`config.mk`:
```
export PLATFORM = sky130hd
export DESIGN_NAME = lock_store_bank
export DESIGN_NICKNAME = d
export VERILOG_FILES = /design/src/rtl/lock_store_bank_pkg.sv /design/src/rtl/lsb_cell.sv /design/src/rtl/lsb_seq.sv /design/src/rtl/lock_store_bank.sv
export SDC_FILE = /design/constraint.sdc
export NUM_CORES = 1
export LEC_CHECK = 0
export BUFFER_PORTS_ARGS = -buffer_cell sky130_fd_sc_hd__buf_2
export CORE_UTILIZATION = 45
export CTS_CLUSTER_DIAMETER = 150
export DETAILED_ROUTE_END_ITERATION = 8
export HOLD_SLACK_MARGIN = 0.03
export PLACE_DENSITY = 0.71
export SLEW_MARGIN = 20
export SYNTH_ARGS = -nofsm -noshare
export SYNTH_HDL_FRONTEND = slang
export SYNTH_SLANG_ARGS = --single-unit
```
`constraint.sdc`:
```
create_clock -name clk_i -period 3.15 [get_ports clk_i]
set_clock_uncertainty 0.05 [all_clocks]
set_input_delay 0.63 -clock clk_i [delete_from_list [all_inputs] [get_ports clk_i]]
set_output_delay 0.63 -clock clk_i [all_outputs]
set_load 0.03 [all_outputs]
```
`src/rtl/lock_store_bank_pkg.sv`:
```
package lock_store_bank_pkg;
  typedef enum logic [1:0] {
    PH_IDLE   = 2'd0,
    PH_UNLOCK = 2'd1,
    PH_ACT    = 2'd2,
    PH_RELOCK = 2'd3
  } phase_e;

  typedef enum logic [1:0] {
    OP_NONE  = 2'd0,
    OP_STORE = 2'd1,
    OP_ERASE = 2'd2
  } op_e;
endpackage

```
`src/rtl/lsb_cell.sv`:
```
module lsb_cell (
  input  logic clk_i,
  input  logic rst_ni,
  input  logic latch_open_i,
  input  logic move_i,
  input  logic clear_i,
  input  logic d_i,
  output logic q_o
);
  logic moved_q;

  // state element may only change while the shared lock is open
  always_ff @(posedge clk_i or negedge rst_ni) begin
    if (!rst_ni) begin
      moved_q <= 1'b0;
    end else if (latch_open_i) begin
      if (clear_i)            moved_q <= 1'b0;
      else if (move_i && !d_i) moved_q <= 1'b1;
    end
  end

  assign q_o = ~moved_q;
endmodule

```
`src/rtl/lsb_seq.sv`:
```
module lsb_seq
  import lock_store_bank_pkg::*;
(
  input  logic clk_i,
  input  logic rst_ni,
  input  logic store_i,
  input  logic erase_i,
  output logic latch_open_o,
  output logic act_store_o,
  output logic act_erase_o,
  output logic busy_o,
  output logic done_o,
  output logic err_o
);
  phase_e ph_q, ph_d;
  op_e    op_q, op_d;
  logic   written_q, written_d;
  logic   err_q, err_d;
  logic   idle, acc_store, acc_erase, conflict, stray;

  assign idle      = (ph_q == PH_IDLE);
  assign acc_store = idle && store_i && !erase_i;
  assign acc_erase = idle && erase_i && !store_i;
  assign conflict  = idle && store_i && erase_i;
  assign stray     = !idle && (store_i || erase_i);

  always_comb begin
    ph_d      = ph_q;
    op_d      = op_q;
    written_d = written_q;
    err_d     = conflict || stray || (acc_store && written_q);
    unique case (ph_q)
      PH_IDLE: begin
        if (acc_store) begin
          ph_d      = PH_UNLOCK;
          op_d      = OP_STORE;
          written_d = 1'b1;
        end else if (acc_erase) begin
          ph_d      = PH_UNLOCK;
          op_d      = OP_ERASE;
          written_d = 1'b0;
        end
      end
      PH_UNLOCK: ph_d = PH_ACT;
      PH_ACT:    ph_d = PH_RELOCK;
      PH_RELOCK: begin
        ph_d = PH_IDLE;
        op_d = OP_NONE;
      end
      default:   ph_d = PH_IDLE;
    endcase
  end

  always_ff @(posedge clk_i or negedge rst_ni) begin
    if (!rst_ni) begin
      ph_q      <= PH_IDLE;
      op_q      <= OP_NONE;
      written_q <= 1'b0;
      err_q     <= 1'b0;
    end else begin
      ph_q      <= ph_d;
      op_q      <= op_d;
      written_q <= written_d;
      err_q     <= err_d;
    end
  end

  assign latch_open_o = (ph_q == PH_UNLOCK) || (ph_q == PH_ACT);
  assign act_store_o  = (ph_q == PH_ACT) && (op_q == OP_STORE);
  assign act_erase_o  = (ph_q == PH_ACT) && (op_q == OP_ERASE);
  assign busy_o       = !idle;
  assign done_o       = (ph_q == PH_RELOCK);
  assign err_o        = err_q;
endmodule

```
`src/rtl/lock_store_bank.sv`:
```
module lock_store_bank #(
  parameter int WIDTH = 4
) (
  input  logic             clk_i,
  input  logic             rst_ni,
  input  logic             store_i,
  input  logic             erase_i,
  input  logic [WIDTH-1:0] data_i,
  output logic [WIDTH-1:0] q_o,
  output logic             latch_o,
  output logic             busy_o,
  output logic             done_o,
  output logic             err_o
);
  logic latch_open, act_store, act_erase;

  lsb_seq u_seq (
    .clk_i        (clk_i),
    .rst_ni       (rst_ni),
    .store_i      (store_i),
    .erase_i      (erase_i),
    .latch_open_o (latch_open),
    .act_store_o  (act_store),
    .act_erase_o  (act_erase),
    .busy_o       (busy_o),
    .done_o       (done_o),
    .err_o        (err_o)
  );

  for (genvar i = 0; i < WIDTH; i++) begin : g_cell
    lsb_cell u_cell (
      .clk_i        (clk_i),
      .rst_ni       (rst_ni),
      .latch_open_i (latch_open),
      .move_i       (act_store),
      .clear_i      (act_erase),
      .d_i          (data_i[i]),
      .q_o          (q_o[i])
    );
  end

  assign latch_o = latch_open;
endmodule

```
==> results of run 1 <==
-- routing by layer --
layer,vias to the layer above,wire length [um],track usage (%)
met5,-,0,0
met4,0,14,12.9
met3,2,72,5.23
met2,18,492,27.9
met1,216,471,18.8
li1,255,-,-
-- cell type report --
class / count / area [um2]
Tap cell: 14 / 17.5
Inverter: 13 / 48.8
Fill cell: 100 / 494
Timing Repair Buffer: 15 / 75.1
Clock buffer: 3 / 22.5
Multi-Input combinational cell: 42 / 263
Sequential cell: 10 / 250
-- Yosys cell counts, drive strengths merged --
cell,number,area (um2)
nor3b,1,7.51
and2,1,8.76
dfrtp,10,250
o21ai,10,53.8
mux2,1,15.0
buf,5,37.5
inv,13,48.8
nand2,4,15.0
nor2,5,18.8
a31oi,2,12.5
nor2b,1,6.26
o311ai,1,8.76
ha,4,50.1
mux2i,1,10.0
a21oi,9,45.0
nand3,1,5.00
and3,1,6.26
-- cells by family after synthesis --
family | after synthesis | share of synthesized area, %
buf+inv | 18 | 14.4
fa+ha+maj | 4 | 8.35
compound gates | 22 | 20.0
simple gates | 14 | 11.3
flops | 10 | 41.8
mux | 2 | 4.17
-- power by group --
part | internal [uW] | switching [uW] | leakage (uW)
Clock | 43.9 | 39.9 | 0.0000138
Sequential | 168 | 33.0 | 0.000110
Combinational | 120 | 213 | 0.000260
Total | 332 | 286 | 0.000384
-- placed cells by master, fill, tap and decap left out --
| cell type | Yosys | final |
|---|---|---|
| nor2_1 | 5 | 5 |
| clkbuf_4 | 0 | 3 |
| nor3b_1 | 1 | 1 |
| o21ai_2 | 1 | 1 |
| inv_1 | 13 | 13 |
| a21oi_1 | 9 | 9 |
| dfrtp_1 | 10 | 10 |
| mux2i_1 | 1 | 1 |
| and2_4 | 1 | 1 |
| nand3_1 | 1 | 1 |
| o311ai_1 | 1 | 1 |
| mux2_4 | 1 | 1 |
| buf_2 | 0 | 15 |
| a31oi_1 | 2 | 2 |
| nand2_1 | 4 | 4 |
| o21ai_0 | 9 | 9 |
| and3_1 | 1 | 1 |
| ha_1 | 4 | 4 |
| nor2b_1 | 1 | 1 |
-- through the flow --
step	cell area [um2]	power (uW)	util [%]
final	677	618	57.8
after global routing	677	675	57.8
after CTS	677	625	57.8
after detailed placement	654	537	55.9
after global placement	654	528	55.9
after floorplan	599	476	-
-- sequential cells by signal (all words and copies together), names as in the netlist --
register and count:
u_seq.op_q 2, u_seq.ph_q 2, u_seq.err_o 1, g_cell.u_cell.moved_q 4
u_seq.written_q 1
-- final timing paths --
kind                            depth (start not counted)                        to  slack, ps                startpoint
worst max-delay path                                    4                    busy_o       1000             u_seq.ph_q[0]
worst min-delay path                                    1             u_seq.op_q[0]        170                    rst_ni
worst max register to register                          4             u_seq.op_q[1]       1650             u_seq.ph_q[0]
worst min register to register                          2  g_cell[2].u_cell.moved_q        480  g_cell[2].u_cell.moved_q
max in group asynchronous                               1               u_seq.err_o       2680                    rst_ni
min in group clk_i                                      2  g_cell[2].u_cell.moved_q        480  g_cell[2].u_cell.moved_q
==> impl_metrics.tcl, run 1 <==
set metrics [dict create \
    grt_pass1_wl_um 1640 \
    die_w_um 38.5 \
    top_level_ports 16 \
    viasPerCell 5.06 \
    synth_nets 82 \
    drc_errors 0 \
    avgRoutedWirePerCell_um 10.8 \
    clockBufferDepth 2 \
    finalWorstSetupSlack_ps 999 \
    worst_setup_path_end_kind "output pin" \
    crit_chain "inv_1 -> ha_1 -> inv_1 -> buf_2" \
    rsz0062_at_grt "no" \
    p_leak_uw 0.000384 \
    slowest_stage "dfrtp_1" \
    n_antenna_cell 0 \
    postCtsSetupBuffers 0 \
    area_growth_pct 12.9 \
    path_class "reg -> out" \
    slew_headroom_pct 77.5 \
    drive_gt1_share_pct 25.3 \
    final-hold-violation-count 0 \
    crit_top_cell "inv_1" \
    port_buffers 15 \
    vias 491 \
    place.gp.congestion 0.708 \
    cts_tree "yes" \
    cts_sinks 10 \
    pwr_density_cell_nw_per_um2 912 \
    slowest_delay_ps 390 \
    die_y_um 38.5 \
    drt_iter0_drc 7 \
    syn_inst 70 \
    tns_ps 0 \
    start_kind "flip-flop" \
    cts_resized 0 \
    initial_core_util_pct 51.2 \
    worstMarginPinSlew_ps 337 \
    timing.hold.ws_ps 168 \
    cp_max_fo 10 \
    ant_nets 0 \
    path_buf_inv 3 \
    clk_latency_ps 260 \
    hold_path.class "in -> async" \
    setup_violations 0 \
    holdBufCountCts 0 \
    yosys_register_bits 10 \
    maxSlewViolCount 0 \
    crit_required_ps 2470 \
    max_freq_mhz 465 \
    antenna_found_initial 0 \
    rows 12 \
    drtPass1Iterations 5 \
    core_area_um2 1170 \
    arrival_ps 1470 \
    syn-cell-area_um2 599 \
    grt_pass1_vias 408 \
    ir_drop_mv 0.460 \
    nets 97 \
    wl_um 1050 \
    avgSynthCellArea_um2 8.56 \
    period_share_pct 68.3 \
    root_buffer "clkbuf_4" \
    fin_crit_ps 2150 \
    clkSlewWorstSetupHoldPaths_ps 60 \
    placedCellCount 94 \
    ys_seq_area_share_pct 41.8 \
    status "completed" \
    grt_usage_pct 17.3 \
    synth_cell_types 18 \
    final_cell_count_no_fill 97 \
    maxCapViolCount 0 \
    cts_made_buffers 3 \
    place_ws_ps 1310 \
    cp_top_family "buffers and inverters" \
    grt_max_degree 11 \
    htreeDepth 1 \
    die_area_um2 1480 \
    gr-total-overflow 0 \
    yosysWarningCount 0 \
]
No activity file was read; power rests on OpenSTA's default activity.
==> run 2, diff against run 1 <==
--- a/config.mk
+++ b/config.mk
@@ -6,11 +6,11 @@
 export NUM_CORES = 1
 export LEC_CHECK = 0
 export BUFFER_PORTS_ARGS = -buffer_cell sky130_fd_sc_hd__buf_2
-export CORE_UTILIZATION = 45
+export CORE_UTILIZATION = 44
 export CTS_CLUSTER_DIAMETER = 150
 export DETAILED_ROUTE_END_ITERATION = 8
 export HOLD_SLACK_MARGIN = 0.03
-export PLACE_DENSITY = 0.71
+export PLACE_DENSITY = 0.72
 export SLEW_MARGIN = 20
 export SYNTH_ARGS = -nofsm -noshare
 export SYNTH_HDL_FRONTEND = slang
==> constraint.sdc (replaced) <==
create_clock -name clk_i -period 1.8 [get_ports clk_i]
set_clock_uncertainty 0.05 [all_clocks]
set_input_delay 0.36 -clock clk_i [delete_from_list [all_inputs] [get_ports clk_i]]
set_output_delay 0.36 -clock clk_i [all_outputs]
set_load 0.03 [all_outputs]
==> run 2 against run 1 <==
Global-route usage grew 0.48 points. Sequential share of layout area shrank 1.6 points. First-iteration DRC count is 29% higher. Worst hold slack better by 180 ps. Register-to-register slack got worse by 1300 ps. Setup slack worse by 870 ps. Combinational power up 80%. Final cell count up 3.1%. Clock power is 140% higher. Flip-flop and latch count is the same. Design area grew 4.6%. Critical endpoint unchanged.
==> impl_metrics.tcl, run 2 (synthesis results as in run 1) <==
set metrics [dict create \
    status "completed" \
    grt_max_degree 11 \
    viasPerCell 4.93 \
    maxSlewViolCount 0 \
    nets 99 \
    rsz0062_at_grt "no" \
    grt_usage_pct 17.8 \
    die_y_um 38.9 \
    die_w_um 38.9 \
    fin_crit_ps 1670 \
    start_kind "flip-flop" \
    finalWorstSetupSlack_ps 132 \
    crit_chain "inv_1 -> ha_1 -> inv_1 -> buf_2" \
    rr_startpoint "u_seq.ph_q[0]" \
    cts_resized 0 \
    slew_headroom_pct 83.3 \
    routed-wl-met3_um 60 \
    gr-total-overflow 0 \
    holdBufCountCts 1 \
    p_total_uw 1150 \
    layout_commonest_cell "buf_2" \
    multi_input_area_um2 263 \
    port_buffers 15 \
    clockBufferDepth 2 \
    top_level_ports 16 \
    antenna_found_initial 0 \
    drc_errors 0 \
    hp-start "store_i" \
    fill_cells 115 \
    timing.hold.ws_ps 346 \
    max_freq_mhz 600 \
    cts_made_buffers 3 \
    final_cell_mix "buf_2, inv_1, dfrtp_1, a21oi_1, o21ai_0" \
    r2r_setup_slack_ps 380 \
    area_growth_pct 18.2 \
    crit_top_cell "inv_1" \
    cp_max_fo 4 \
    n_antenna_cell 0 \
    largest_reg_flops 4 \
    cts_tree "yes" \
    worst_setup_path_end_kind "output pin" \
    core_area_um2 1190 \
    postCtsSetupBuffers 0 \
    p_leak_uw 0.000401 \
    path_class "reg -> out" \
    initial_core_util_pct 50.5 \
    final-hold-violation-count 0 \
    reg_top3 "g_cell.u_cell.moved_q x4, u_seq.op_q x2, u_seq.ph_q x2" \
    crit_start "u_seq.ph_q[0]" \
    avgRoutedWirePerCell_um 10.6 \
    drive_gt1_share_pct 26.7 \
    root_buffer "clkbuf_4" \
    clk_latency_ps 260 \
    rows 12 \
    pwr_density_cell_nw_per_um2 1620 \
    maxCapViolCount 0 \
    hold_path.class "in -> reg" \
    grt_pass1_vias 438 \
    wl_met2_um 488 \
    top_layer_used "met4" \
    ant_nets 0 \
    cts_sinks 10 \
    vias 493 \
    regMostFlops "g_cell.u_cell.moved_q" \
    period_share_pct 92.7 \
    fin_util_pct 59.7 \
    die_area_um2 1510 \
    worstMarginPinSlew_ps 246 \
    regArea_um2 250 \
    arrival_ps 1260 \
    ir_drop_mv 0.725 \
    wl_met1_um 506 \
    setup_violations 0 \
    place.gp.congestion 0.691 \
    clkSlewWorstSetupHoldPaths_ps 70 \
    htreeDepth 1 \
    grt_pass1_wl_um 1780 \
    crit_required_ps 1390 \
    drt_iter0_drc 9 \
    tns_ps 0 \
    slowest_delay_ps 380 \
    place_ws_ps 386 \
    wl_um 1060 \
    drtPass1Iterations 2 \
    slowest_stage "dfrtp_1" \
    hpwlAfterDp_um 804 \
]
run 2: path summary, 6_finish.rpt:
path | to | cells past startpoint
max | busy_o | 4
min | u_seq.op_q[0] | 3
max reg2reg | g_cell[3].u_cell.moved_q | 5
min reg2reg | u_seq.written_q | 2
max in group asynchronous | u_seq.op_q[0] | 2
min in group asynchronous | g_cell[0].u_cell.moved_q | 2
run 2: final cells by class:
cell class	count	share of cell area, %
clock buffer	4	5.12
inverter	13	6.89
multi-input combinational	42	37.1
sequential	10	35.3
tap	14	2.47
timing repair buffer	17	13.1
run 2: worst max-delay path: cells and delay by family, from the launching register on:
family     cells  cell delay (ps)
flops          1              380
fa+ha+maj      1              220
buf+inv        3              390
run 2: routing by layer:
layer | GRT usage, % | vias up
met5 | 0 | -
met4 | 7.76 | 0
met3 | 5.20 | 2
met2 | 27.5 | 14
met1 | 22.8 | 220
li1 | - | 257
run 2: report_power, final:
group / internal [uW] / leakage, uW / switching (uW) / total (uW)
clock network: 123 / 0.0000210 / 78.9 / 201
registers: 293 / 0.000110 / 55.3 / 349
logic: 224 / 0.000269 / 376 / 600
total: 640 / 0.000401 / 511 / 1150
run 2: per-stage QoR:
stage	cell area [um2]	instances
CTS	708	100
finish	708	100
floorplan	599	70
global placement	662	95
detailed placement	662	95
global route	708	100
==> run 3, diff against run 2 <==
--- a/config.mk
+++ b/config.mk
@@ -5,12 +5,13 @@
 export SDC_FILE = /design/constraint.sdc
 export NUM_CORES = 1
 export LEC_CHECK = 0
+export ABC_AREA = 1
 export BUFFER_PORTS_ARGS = -buffer_cell sky130_fd_sc_hd__buf_2
 export CORE_UTILIZATION = 44
 export CTS_CLUSTER_DIAMETER = 150
 export DETAILED_ROUTE_END_ITERATION = 8
 export HOLD_SLACK_MARGIN = 0.03
-export PLACE_DENSITY = 0.72
+export PLACE_DENSITY = 0.73
 export SLEW_MARGIN = 20
 export SYNTH_ARGS = -nofsm -noshare
 export SYNTH_HDL_FRONTEND = slang
==> run 3 against run 2 <==
Routed wire length grew 1.7%. Non-clock buffer count is the same. Synthesized cell count shrank 1.4%. Design area shrank 4.6%. Synthesized area shrank 3.1%. Core utilization shrank 2.0 points. First-iteration DRC count grew 33%. Via count shrank 2.6%. Die area shrank 3.0%. Global-route usage grew 2.4 points. Critical path type unchanged. Critical endpoint is now latch_o.
==> impl_metrics.tcl, run 3 <==
set metrics [dict create \
    synthArstFlopShare_pct 100 \
    area_growth_pct 16.4 \
    synth.top_cells.by_count "nand2_1, dfrtp_1, inv_1, nand4_1, buf_4" \
    fin_crit_ps 1660 \
    port_buffers 15 \
    hold_path.class "in -> reg" \
    tns_ps 0 \
    synth_top_area_cell "dfrtp_1" \
    die_w_um 38.3 \
    hpwlAfterDp_um 851 \
    start_kind "flip-flop" \
    reg_top3 "g_cell.u_cell.moved_q x4, u_seq.op_q x2, u_seq.ph_q x2" \
    clkSlewWorstSetupHoldPaths_ps 60 \
    drt_iter0_drc 12 \
    internal_power_uw 648 \
    antenna_found_initial 0 \
    rr_endpoint "u_seq.ph_q[1]" \
    status "completed" \
    drtPass1Iterations 4 \
    ys_seq_area_share_pct 43.1 \
    arrival_ps 1250 \
    slowest_delay_ps 390 \
    root_buffer "clkbuf_4" \
    worstMarginPinSlew_ps 265 \
    final_cell_count_no_fill 98 \
    ant_nets 0 \
    drc_errors 0 \
    synth_nets 81 \
    yosys.cell_count.top_type "nand2_1" \
    synth_cell_types 16 \
    top_level_ports 16 \
    avgSynthCellArea_um2 8.41 \
    largest_reg_flops 4 \
    n_antenna_cell 0 \
    layout_commonest_cell "nand2_1" \
    p_leak_uw 0.000366 \
    holdBufCountCts 1 \
    die_area_um2 1470 \
    p_sw_share_pct 50.2 \
    hold_end "g_cell[2].u_cell.moved_q" \
    crit_chain "inv_1 -> ha_1 -> buf_2" \
    synth_top_cell_area_share_pct 43.1 \
    nets 98 \
    syn-cell-area_um2 581 \
    worst_setup_path_end_kind "output pin" \
    path_class "reg -> out" \
    die_y_um 38.3 \
    r2r_cells 6 \
    timing.hold.ws_ps 303 \
    grt_pass1_wl_um 1930 \
    regMostFlops "g_cell.u_cell.moved_q" \
    grt_pass1_vias 471 \
    rr_startpoint "u_seq.ph_q[0]" \
    crit_required_ps 1390 \
    ir_drop_mv 0.860 \
    synth_edf_count 0 \
    viasPerCell 4.90 \
    slowest_stage "dfrtp_1" \
    rsz0062_at_grt "no" \
    pwr_density_cell_nw_per_um2 1930 \
    grt_max_degree 11 \
    clkPwrFrac_pct 11.1 \
    placedCellCount 94 \
    maxSlewViolCount 0 \
    core_area_um2 1170 \
    yosysWarningCount 0 \
    cts_sinks 10 \
    drive_gt1_share_pct 31.0 \
    combPwrFrac_pct 58.8 \
    cts_tree "yes" \
    wl_um 1080 \
    clk_latency_ps 260 \
    hp-start "data_i[2]" \
    avgRoutedWirePerCell_um 11.0 \
    postCtsSetupBuffers 0 \
    yosys_register_bits 10 \
    grt_usage_pct 20.2 \
    synth.area.top_cells "dfrtp_1, nand2_1, ha_1, buf_4, inv_1" \
    p_switching_uw 654 \
    rows 12 \
    r2r_setup_slack_ps 380 \
    hold_path_depth 4 \
    gr-total-overflow 0 \
    vias 480 \
    htreeDepth 1 \
    cts_made_buffers 3 \
    clockBufferDepth 2 \
    maxCapViolCount 0 \
    final_cell_mix "nand2_1, buf_2, inv_1, dfrtp_1, nand4_1" \
    cts_resized 0 \
    initial_core_util_pct 49.6 \
    max_freq_mhz 602 \
    syn_inst 69 \
    p_seq_share_pct 30.1 \
    cp_max_fo 4 \
    period_share_pct 92.2 \
    setup_violations 0 \
    final-hold-violation-count 0 \
    slew_headroom_pct 82.3 \
    place.gp.congestion 0.747 \
    synth-main-ff-cell "dfrtp_1" \
]
run 3: cell count changes after synthesis, moves of 2 or more:
cell	change
nand3_2	+2
nand4_1	+6
o21ai_0	-9
inv_1	-3
nand2_1	+12
a21oi_1	-5
a31oi_1	-2
inv_2	+2
run 3: metrics by stage:
| stage | cell area (um2) | power [uW] | util [%] | setup WS (ps) |
|---|---|---|---|---|
| 2_1_floorplan | 581 | 1030 | - | 299 |
| 3_3_place_gp | 643 | 1140 | 54.9 | 446 |
| 3_5_place_dp | 643 | 1160 | 54.9 | 400 |
| 4_1_cts | 676 | 1310 | 57.7 | 145 |
| 5_1_grt | 676 | 1430 | 57.7 | 66.7 |
| 6_report | 676 | 1300 | 57.7 | 140 |
run 3: cell families after synthesis:
logic type | Yosys count | synth area share [%]
compound gates | 6 | 5.60
simple gates | 32 | 28.4
fa+ha+maj | 4 | 8.62
flops | 10 | 43.1
buf+inv | 17 | 14.2
run 3: cell type report:
class                           count  area, um2
Multi-Input combinational cell     42        248
Tap cell                           14       17.5
Inverter                           12       45.0
Fill cell                         109        495
Timing Repair Buffer               17       92.6
Clock buffer                        3       22.5
Sequential cell                    10        250
run 3: power by group through the flow:
stage | registers, uW | logic, uW | clock network [uW]
CTS | 392 | 770 | 151
floorplan | 397 | 636 | 0
finish | 392 | 765 | 144
global route | 405 | 857 | 166
detailed placement | 397 | 760 | 0
global placement | 388 | 747 | 0
run 3: critical path, delay by kind of cell (launching register included):
family | cells | cell delay, ps
fa+ha+maj | 1 | 310
buf+inv | 2 | 290
flops | 1 | 390
run 3: worst max path at each step:
stage          cells past startpoint     startpoint  slack [ps]                  endpoint
3_5_place_dp                       5  u_seq.ph_q[1]         400  g_cell[1].u_cell.moved_q
6_report                           3  u_seq.ph_q[1]         140                   latch_o
5_1_grt                            3  u_seq.ph_q[1]          70                   latch_o
2_1_floorplan                      5  u_seq.ph_q[1]         300  g_cell[0].u_cell.moved_q
3_3_place_gp                       7  u_seq.ph_q[0]         450             u_seq.ph_q[0]
4_1_cts                            3  u_seq.ph_q[1]         150                   latch_o
run 3: layer usage:
metal / vias to the layer above / GRT usage (%) / part of all wire (%)
met1: 213 / 25.3 / 47
met5: - / 0 / 0
met4: 0 / 13.4 / 1.8
li1: 247 / - / -
met2: 18 / 30.1 / 46
met3: 2 / 5.23 / 5.4
